===== src/rtl/isc_pkg.sv =====
package isc_pkg;
  localparam int unsigned REG_W  = 8;
  localparam int unsigned N_REGS = 2;
  typedef enum logic {
    SEL_ST1 = 1'b0,
    SEL_ST2 = 1'b1
  } reg_sel_e;
endpackage


===== src/rtl/isc_rd_seq.sv =====
module isc_rd_seq #(
  parameter int unsigned NREG = 2
) (
  input  logic            clk_i,
  input  logic            rst_ni,
  input  logic            rd_i,
  input  logic            sel_i,
  output logic [NREG-1:0] hold_o,
  output logic [NREG-1:0] clr_o
);
  logic rd_q;
  logic sel_q;
  logic fall;

  always_ff @(posedge clk_i or negedge rst_ni) begin
    if (!rst_ni) begin
      rd_q  <= 1'b0;
      sel_q <= 1'b0;
    end else begin
      rd_q <= rd_i;
      if (rd_i) sel_q <= sel_i;
    end
  end

  assign fall = rd_q & ~rd_i;

  for (genvar k = 0; k < NREG; k++) begin : g_sel
    assign hold_o[k] = rd_i & (32'(sel_i) == k);
    assign clr_o[k]  = fall & (32'(sel_q) == k);
  end


  clr_once_chk: assert property (@(posedge clk_i) disable iff (!rst_ni)
    (|clr_o) |=> !(|clr_o));
endmodule


===== src/rtl/isc_evt_bank.sv =====
module isc_evt_bank #(
  parameter int unsigned W = 8
) (
  input  logic         clk_i,
  input  logic         rst_ni,
  input  logic         pon_i,
  input  logic         hold_i,
  input  logic         clr_i,
  input  logic [W-1:0] evt_i,
  output logic [W-1:0] stat_o,
  output logic [W-1:0] pend_o
);
  logic [W-1:0] stat_q;
  logic [W-1:0] pend_q;

  always_ff @(posedge clk_i or negedge rst_ni) begin
    if (!rst_ni) begin
      stat_q <= '0;
      pend_q <= '0;
    end else if (pon_i) begin
      stat_q <= '0;
      pend_q <= '0;
    end else if (clr_i) begin
      stat_q <= pend_q | evt_i;   // clear, then land parked and same-cycle events
      pend_q <= '0;
    end else if (hold_i) begin
      pend_q <= pend_q | evt_i;
    end else begin
      stat_q <= stat_q | evt_i;
    end
  end

  assign stat_o = stat_q;
  assign pend_o = pend_q;


  stat_steady_chk: assert property (@(posedge clk_i) disable iff (!rst_ni)
    (hold_i && !pon_i) |=> $stable(stat_q));

  park_chk: assert property (@(posedge clk_i) disable iff (!rst_ni)
    (hold_i && !pon_i && (|evt_i)) |=> (|pend_q));

  pon_clr_chk: assert property (@(posedge clk_i) disable iff (!rst_ni)
    pon_i |=> (stat_q == '0 && pend_q == '0));
endmodule


===== src/rtl/intr_status_ctrl.sv =====
module intr_status_ctrl #(
  parameter int unsigned EVT_A_W = 8,
  parameter int unsigned EVT_B_W = 4,
  parameter int unsigned LVL_W   = 3
) (
  input  logic               clk_i,
  input  logic               rst_ni,
  input  logic               pon_i,
  input  logic               rd_i,
  input  logic               wr_i,
  input  logic               addr_i,
  input  logic [7:0]         wdata_i,
  output logic [7:0]         rdata_o,
  input  logic [EVT_A_W-1:0] evt_a_i,
  input  logic [EVT_B_W-1:0] evt_b_i,
  input  logic [LVL_W-1:0]   lvl_i,
  input  logic               solo_mode_i,
  output logic               irq_o,
  output logic [1:0]         dma_en_o
);
  import isc_pkg::*;

  localparam int unsigned DMA_LO = REG_W - 2;

  logic [N_REGS-1:0]  hold;
  logic [N_REGS-1:0]  clr;
  logic [EVT_A_W-1:0] stat_a, pend_a, mask_a_q;
  logic [EVT_B_W-1:0] stat_b, pend_b, mask_b_q, evt_b_g;
  logic [1:0]         dma_q;
  logic               unused_wbits;

  isc_rd_seq #(.NREG(N_REGS)) u_rd_seq (
    .clk_i (clk_i),
    .rst_ni(rst_ni),
    .rd_i  (rd_i),
    .sel_i (addr_i),
    .hold_o(hold),
    .clr_o (clr)
  );

  // address-change event dropped in talk-only / listen-only operation
  assign evt_b_g = {evt_b_i[EVT_B_W-1:1], evt_b_i[0] & ~solo_mode_i};

  isc_evt_bank #(.W(EVT_A_W)) u_bank_a (
    .clk_i (clk_i),
    .rst_ni(rst_ni),
    .pon_i (pon_i),
    .hold_i(hold[SEL_ST1]),
    .clr_i (clr[SEL_ST1]),
    .evt_i (evt_a_i),
    .stat_o(stat_a),
    .pend_o(pend_a)
  );

  isc_evt_bank #(.W(EVT_B_W)) u_bank_b (
    .clk_i (clk_i),
    .rst_ni(rst_ni),
    .pon_i (pon_i),
    .hold_i(hold[SEL_ST2]),
    .clr_i (clr[SEL_ST2]),
    .evt_i (evt_b_g),
    .stat_o(stat_b),
    .pend_o(pend_b)
  );

  always_ff @(posedge clk_i or negedge rst_ni) begin
    if (!rst_ni) begin
      mask_a_q <= '0;
      mask_b_q <= '0;
      dma_q    <= '0;
    end else if (wr_i) begin
      if (addr_i == SEL_ST1) begin
        mask_a_q <= wdata_i[EVT_A_W-1:0];
      end else begin
        mask_b_q <= wdata_i[EVT_B_W-1:0];
        dma_q    <= wdata_i[REG_W-1:DMA_LO];
      end
    end
  end

  assign unused_wbits = ^wdata_i[DMA_LO-1:EVT_B_W];

  assign irq_o    = (|(stat_a & mask_a_q)) | (|(stat_b & mask_b_q));
  assign dma_en_o = dma_q;
  assign rdata_o  = (addr_i == SEL_ST2) ? {irq_o, lvl_i, stat_b}
                                        : stat_a;


  irq_quiet_chk: assert property (@(posedge clk_i) disable iff (!rst_ni)
    (mask_a_q == '0 && mask_b_q == '0) |-> !irq_o);

  solo_adsc_chk: assert property (@(posedge clk_i) disable iff (!rst_ni)
    $rose(stat_b[0]) |-> ($past(!solo_mode_i) || $past(pend_b[0])));

  pend_idle_chk: assert property (@(posedge clk_i) disable iff (!rst_ni)
    (!rd_i && !$past(rd_i)) |-> (pend_a == '0 && pend_b == '0));
endmodule


===== config.mk =====
export PLATFORM = sky130hd
export DESIGN_NAME = intr_status_ctrl
export DESIGN_NICKNAME = d
export VERILOG_FILES = /design/src/rtl/isc_pkg.sv /design/src/rtl/isc_rd_seq.sv /design/src/rtl/isc_evt_bank.sv /design/src/rtl/intr_status_ctrl.sv
export SDC_FILE = /design/constraint.sdc
export NUM_CORES = 1
export LEC_CHECK = 0
export ABC_AREA = 1
export BUFFER_PORTS_ARGS = -buffer_cell sky130_fd_sc_hd__buf_2
export CAP_MARGIN = 20
export CORE_ASPECT_RATIO = 0.5
export CORE_MARGIN = 2
export CORE_UTILIZATION = 33
export CTS_CLUSTER_SIZE = 14
export DETAILED_ROUTE_END_ITERATION = 6
export GPL_TIMING_DRIVEN = 1
export PLACE_DENSITY_LB_ADDON = 0.08
export SLEW_MARGIN = 20
export SYNTH_ARGS = -nofsm -noshare
export SYNTH_HDL_FRONTEND = slang
export SYNTH_SLANG_ARGS = --single-unit
export TNS_END_PERCENT = 50

===== constraint.sdc =====
create_clock -name clk_i -period 1.1 [get_ports clk_i]
set_clock_uncertainty 0.05 [all_clocks]
set_input_delay 0 -clock clk_i [delete_from_list [all_inputs] [get_ports clk_i]]
set_output_delay 0 -clock clk_i [all_outputs]
set_load 0.01 [all_outputs]

# Yosys cells after proc, flatten, opt, wreduce, memory -nomap -nowiden

Index checks and enable logic that the tools add are counted.

Equality and inequality tests: 2
Mux-type cells: 13
Bitwise logic cells: 17
Reductions and logical operators: 6

Operators with widths:

| kind                 | count |
|---|---|
| $mux W8              | 7 |
| $mux W4              | 6 |
| $or A8 B8 Y8         | 2 |
| $and A8 B8 Y8        | 1 |
| $or A4 B4 Y4         | 2 |
| $reduce_or A8 Y1     | 1 |
| $and A1 B1 Y1        | 6 |
| $ne A3 B3 Y1 const B | 2 |
| $reduce_bool A3 Y1   | 2 |
| $and A4 B4 Y4        | 1 |
| $not A1 Y1           | 4 |
| $reduce_and A2 Y1    | 2 |
| $reduce_or A4 Y1     | 1 |
| $or A1 B1 Y1         | 1 |

Register bits after elaboration: 40
Bits of input ports: 30
Output and inout bits: 11
Word-level logic and storage cells: 47

# Longest topological paths before layout

Depth after elaboration: 6
Mapped depth: 7
Depth with buffers taken out: 7

# By module

A second synthesis with hierarchy kept.

Cell total of the unflattened synthesis: 257
Area total of the unflattened synthesis: 2,031.9 um^2

Modules (own cells, without submodules):

| module                   | times used | cells an instance | area each (um^2) | sequential area each (um^2) |
|---|---|---|---|---|
| intr_status_ctrl         | 1          | 100               | 768.2            | 350.3 |
| isc_evt_bank at u_bank_a | 1          | 93                | 759.5            | 400.4 |
| isc_evt_bank at u_bank_b | 1          | 52                | 414.1            | 200.2 |
| isc_rd_seq               | 1          | 12                | 90.1             | 50.0 |

# Worst setup path after synthesis

OpenSTA, ideal clock, no wires.

Path kind: register to register
From: register u_rd_seq.sel_q
To: register u_bank_a.stat_q[7] (netlist: u_bank_a.stat_o[7])
Data arrival time: 0.895 ns
Required time: 0.929 ns
Setup slack: 0.034 ns
Cell stages (with the launch flop): 6
Path buffers: 1
Clock period less this slack: 1.066 ns
Cells stage by stage: dfrtp_1 -> inv_1 -> nand3_4 -> buf_6 -> o21ai_0 -> nor2_1

Word-level cells in the longest chain between the ends: 4
Elaborated cells between the ends (all ways): 5

Ends and longest elaborated chain:

| what                   | line               | RTL |
|---|---|---|
| start, declared        | isc_rd_seq.sv:12   | `logic sel_q;` |
| start signal, assigned | isc_rd_seq.sv:21   | `if (rd_i) sel_q <= sel_i;` |
| $not A1 Y1 (*)         | isc_rd_seq.sv:29   | `assign clr_o[k] = fall & (32'(sel_q) == k);` |
| $and A1 B1 Y1 (*)      | isc_rd_seq.sv:29   |  |
| $mux W8                | isc_evt_bank.sv:23 | `end else if (clr_i) begin` |
| $mux W8                | isc_evt_bank.sv:20 | `end else if (pon_i) begin` |
| end signal, assigned   | isc_evt_bank.sv:24 | `stat_q <= pend_q \| evt_i;` |
| end signal, assigned   | isc_evt_bank.sv:29 | `stat_q <= stat_q \| evt_i;` |
| end, declared          | isc_evt_bank.sv:13 | `logic [W-1:0] stat_q;` |

Mark *: on every way between the ends. The rest lies on a longest branch, timed or not.
A chain may end at the register's enable or synchronous reset.

# Worst setup path after layout

From: register u_bank_b.stat_q[0] (netlist: u_bank_b.stat_o[0])
To: output rdata_o[7]

Word-level cells in the longest chain between the ends: 4

Ends and longest elaborated chain:

| what                   | line                   | RTL |
|---|---|---|
| start, declared        | isc_evt_bank.sv:13     |  |
| start signal, assigned | isc_evt_bank.sv:24     |  |
| start signal, assigned | isc_evt_bank.sv:29     |  |
| $and A4 B4 Y4          | intr_status_ctrl.sv:83 | `assign irq_o = (\|(stat_a & mask_a_q)) \| (\|(stat_b & mask_b_q));` |
| $reduce_or A4 Y1       | intr_status_ctrl.sv:83 |  |
| $or A1 B1 Y1           | intr_status_ctrl.sv:83 |  |
| $mux W8                | intr_status_ctrl.sv:85 | `assign rdata_o = (addr_i == SEL_ST2) ? {irq_o, lvl_i, stat_b}` |
| end, declared          | intr_status_ctrl.sv:13 | `output logic [7:0] rdata_o,` |

No other way between the ends.

==> parameters.txt <==
Parameter                              Value

Yosys
  Seq/Total Area, Yosys    0.5013
  Distinct cells, synth    21
  Post-Synthesis Cell Area    1997 um^2
  Synthesized netlist net count    286
  Synthesized netlist cell count    256
  Synthesized-area fraction occupied by and/or/nand/nor cells    0.2456
  Per-instance average area after synthesis    7.800 um^2
  Fraction of the mapped netlist area in compound gates    0.1316
  Total of warnings raised by yosys    0
  Main combinational cell family by area after synthesis    simple AND/OR/NAND/NOR gates
  Area share of xor/xnor cells in the synthesized design    0
  Share of synthesized area spent on multiplexers    0.01128
  Flops & latches, synth    40
  Adder and majority gate portion of the synthesized area    0

Finish
  Number of fill cells in the layout    584
  Diode count    0
  Layout Area Growth over Synthesis    40.16%
  Fraction of layout cells with a size suffix above 1    0.2810
  Number of nets in the finished design    360

Worst setup path
  Most frequent CP cell    sky130_fd_sc_hd__nand2_1
  Worst Reg2Reg Path Length in Cells    6
  Slack of the worst reg-to-reg path    -50 ps
  CP Data Arrival Time    1260 ps
  Type of the worst setup path    flip-flop to output pin
  Peak per-stage delay on the critical path    410 ps
  Critical path origin    u_bank_b.stat_o[0]
  Critical Path End    rdata_o[7]
  Critical path startpoint category    flip-flop
  Data required time at the worst endpoint    1050 ps
  CP max stage cell    sky130_fd_sc_hd__dfrtp_1
  Terminus of the critical flop-to-flop path    u_bank_a.stat_o[5]
  CP max FO    2
  R2R Path Start    u_rd_seq.sel_q
  Worst setup EP type    output pin
  List of cells traversed by the critical path    nand2_1 > nand2_1 > nor2_1 > nand3_1 > nand2_1 > nand2_1 > buf_2

Floorplan
  Standard-cell rows    19
  I/O pin count    41
  Starting density of the core    0.3529
  Die width    114.0 um
  Die Height    59.01 um
  Total Die Area    6727 um^2
  Area inside the core boundary    5658 um^2

GRT
  Overflow left after global routing    0
  First-pass GRT wire length    8.142 mm
  Initial antenna violation count    0
  GRT Resource Usage Total    0.1648
  Maximum number of pins on one net before global-route repair    41
  Number of global-route vias before repair    1,677

Clock tree
  Maximum level of the CTS H-tree    2
  Insertion delay of the later-clocked pin in the worst-skew pair    290 ps
  Clock edge transition at the registers on the reported setup and hold paths    60 ps
  CTS tree    done
  Number of buffers on the longest clock path    2
  CTS root buf    sky130_fd_sc_hd__clkbuf_16
  Number of clock sinks seen by CTS    40
  Number of buffers inserted during clock tree synthesis    5

Worst hold path
  Path class of the lowest-slack min-delay path    primary input to flip-flop
  Number of stages on the worst hold path    3

Timing
  Final sum of negative setup slack    -1015 ps
  Final worst path period share    1.189
  Max Clock Freq    764.9 MHz
  Min Clock Period, post-route    1307 ps
  Transition time of the tightest slew-check pin    386.5 ps
  Worst max-slew margin expressed relative to the limit    0.7419
  Max Transition Viols Final    0
  Smallest setup slack after layout    -207.4 ps
  Hold Vio Cnt, Final    0
  RSZ-0062 raised after global routing    true
  Final Setup Violations    18

Placement
  Placement-stage worst setup slack    -52.35 ps
  Gpl congestion    0.8117
  DP HPWL    3.485 mm
  Number of buffers added on ports    40

Drt
  Length of the first detailed-routing pass in iterations    4
  Total wire length after detailed routing    5.091 mm
  Number of design-rule violations left by the first detailed-router iteration    84
  Total met2 wirelength after detailed routing    2.036 mm
  Total number of vias    1,812
  Highest Signal Layer    met4
  Detailed-route wire length on metal 1    2.696 mm
  Average wire per standard cell    12.60 um
  Remaining number of nets flagged by the antenna check after routing    0
  Amount of wire on met3 after detailed routing    290 um
  Vias per std cell    4.485
  Count of unresolved DRC violations after routing    0

Power
  Leakage power figure    1.486 nW
  Power density over the cells    1401 nW/um^2
  Worst vdd ir    0.5076 mV

Outcome
  Result of the run    complete, but fails checks
  Violated checks    setup timing

Flow run
  Max-cap violation count    0
## worst min path at each step
| stage | start | endpoint | slack (ps) |
|---|---|---|---|
| after global routing | rd_i | u_rd_seq.sel_q | 10 |
| after floorplan | rst_ni | dma_en_o[0] | -350 |
| after global placement | rst_ni | u_bank_b.pend_o[0] | -60 |
| after detailed placement | rst_ni | u_bank_b.pend_o[0] | -60 |
| final | rd_i | u_rd_seq.sel_q | 3 |
| after CTS | rd_i | u_rd_seq.sel_q | 0.04 |
## power breakdown
group / total [mW] / internal, mW / switching [mW]
registers: 1.70 / 1.61 / 0.0859
clock network: 1.47 / 0.904 / 0.564
logic: 0.757 / 0.335 / 0.422
total: 3.92 / 2.85 / 1.07
## critical path, delay by kind of cell (launching register included)
| family | cells | cell delay [ps] |
|---|---|---|
| AND/OR/NAND/NOR | 6 | 420 |
| flip-flops | 1 | 410 |
| buffers and inverters | 1 | 130 |
## flip-flops by register name, summed over array words and instances, names as in the netlist
| signal | cells |
|---|---|
| u_rd_seq.rd_q | 1 |
| u_bank_a.stat_o | 8 |
| mask_b_q | 4 |
| u_bank_b.pend_o | 4 |
| mask_a_q | 8 |
| u_bank_a.pend_o | 8 |
| u_rd_seq.sel_q | 1 |
| dma_en_o | 2 |
| u_bank_b.stat_o | 4 |
## logic make-up after synthesis
group,count (synthesis)
AOI/OAI and AO/OA,52
and+or+nand+nor,111
muxes,2
DFF,40
buffers and inverters,51
## cells in the final DEF (no fill, tap or decap), types with 10 or more instances in the layout
cell	n
sky130_fd_sc_hd__buf_2	40
sky130_fd_sc_hd__nand2_1	78
sky130_fd_sc_hd__dfrtp_1	39
sky130_fd_sc_hd__inv_1	40
sky130_fd_sc_hd__nand3_1	10
sky130_fd_sc_hd__o21ai_1	14
sky130_fd_sc_hd__dlygate4sd3_1	16
sky130_fd_sc_hd__o21ai_0	20
## per-layer routing
metal	global-route usage	vias up
met1	0.2411	807
met5	0	-
met4	0.05749	0
li1	-	958
met2	0.2270	40
met3	0.05521	7
## cell usage after synthesis, drive strengths merged
cell	n	share of area
inv	44	0.084
clkbuf	1	0.0038
buf	6	0.023
nand2	86	0.17
nand3	14	0.046
nor2	11	0.029
dfrtp	40	0.50
mux2	2	0.011
o21bai	1	0.0038
o21ai	37	0.093
a21oi	14	0.035
## what timing repair did
item,4_1_cts,5_1_grt
gates resized for setup,6,32
buffers inserted,1,4
hold buffers,16,0
hold endpoints to repair,62,0
pin swaps,4,11
gates cloned,1,3
endpoints found under the setup margin,18,28
## cell type report
class                           instances  area [um^2]  share of cell area
Sequential cell                        40         1002              0.3581
Timing Repair Buffer                   70        501.7              0.1793
Multi-Input combinational cell        169        889.6              0.3178
Tap cell                               73        91.34             0.03263
Clock buffer                            8        146.4             0.05230
Inverter                               44        167.7             0.05990
## per-stage QoR
step	hold slack, ps	util	cell area, um^2	power (mW)	instances
2_1_floorplan	-345.6	-	1997	2.066	256
3_3_place_gp	-60.66	0.4107	2323	2.331	372
3_5_place_dp	-55.53	0.4107	2323	2.336	372
4_1_cts	0.04363	0.4701	2660	3.878	398
5_1_grt	14.71	0.4947	2799	4.179	404
6_report	3.497	0.4947	2799	3.922	404
Note: power is estimated with default switching activity, not from simulation.
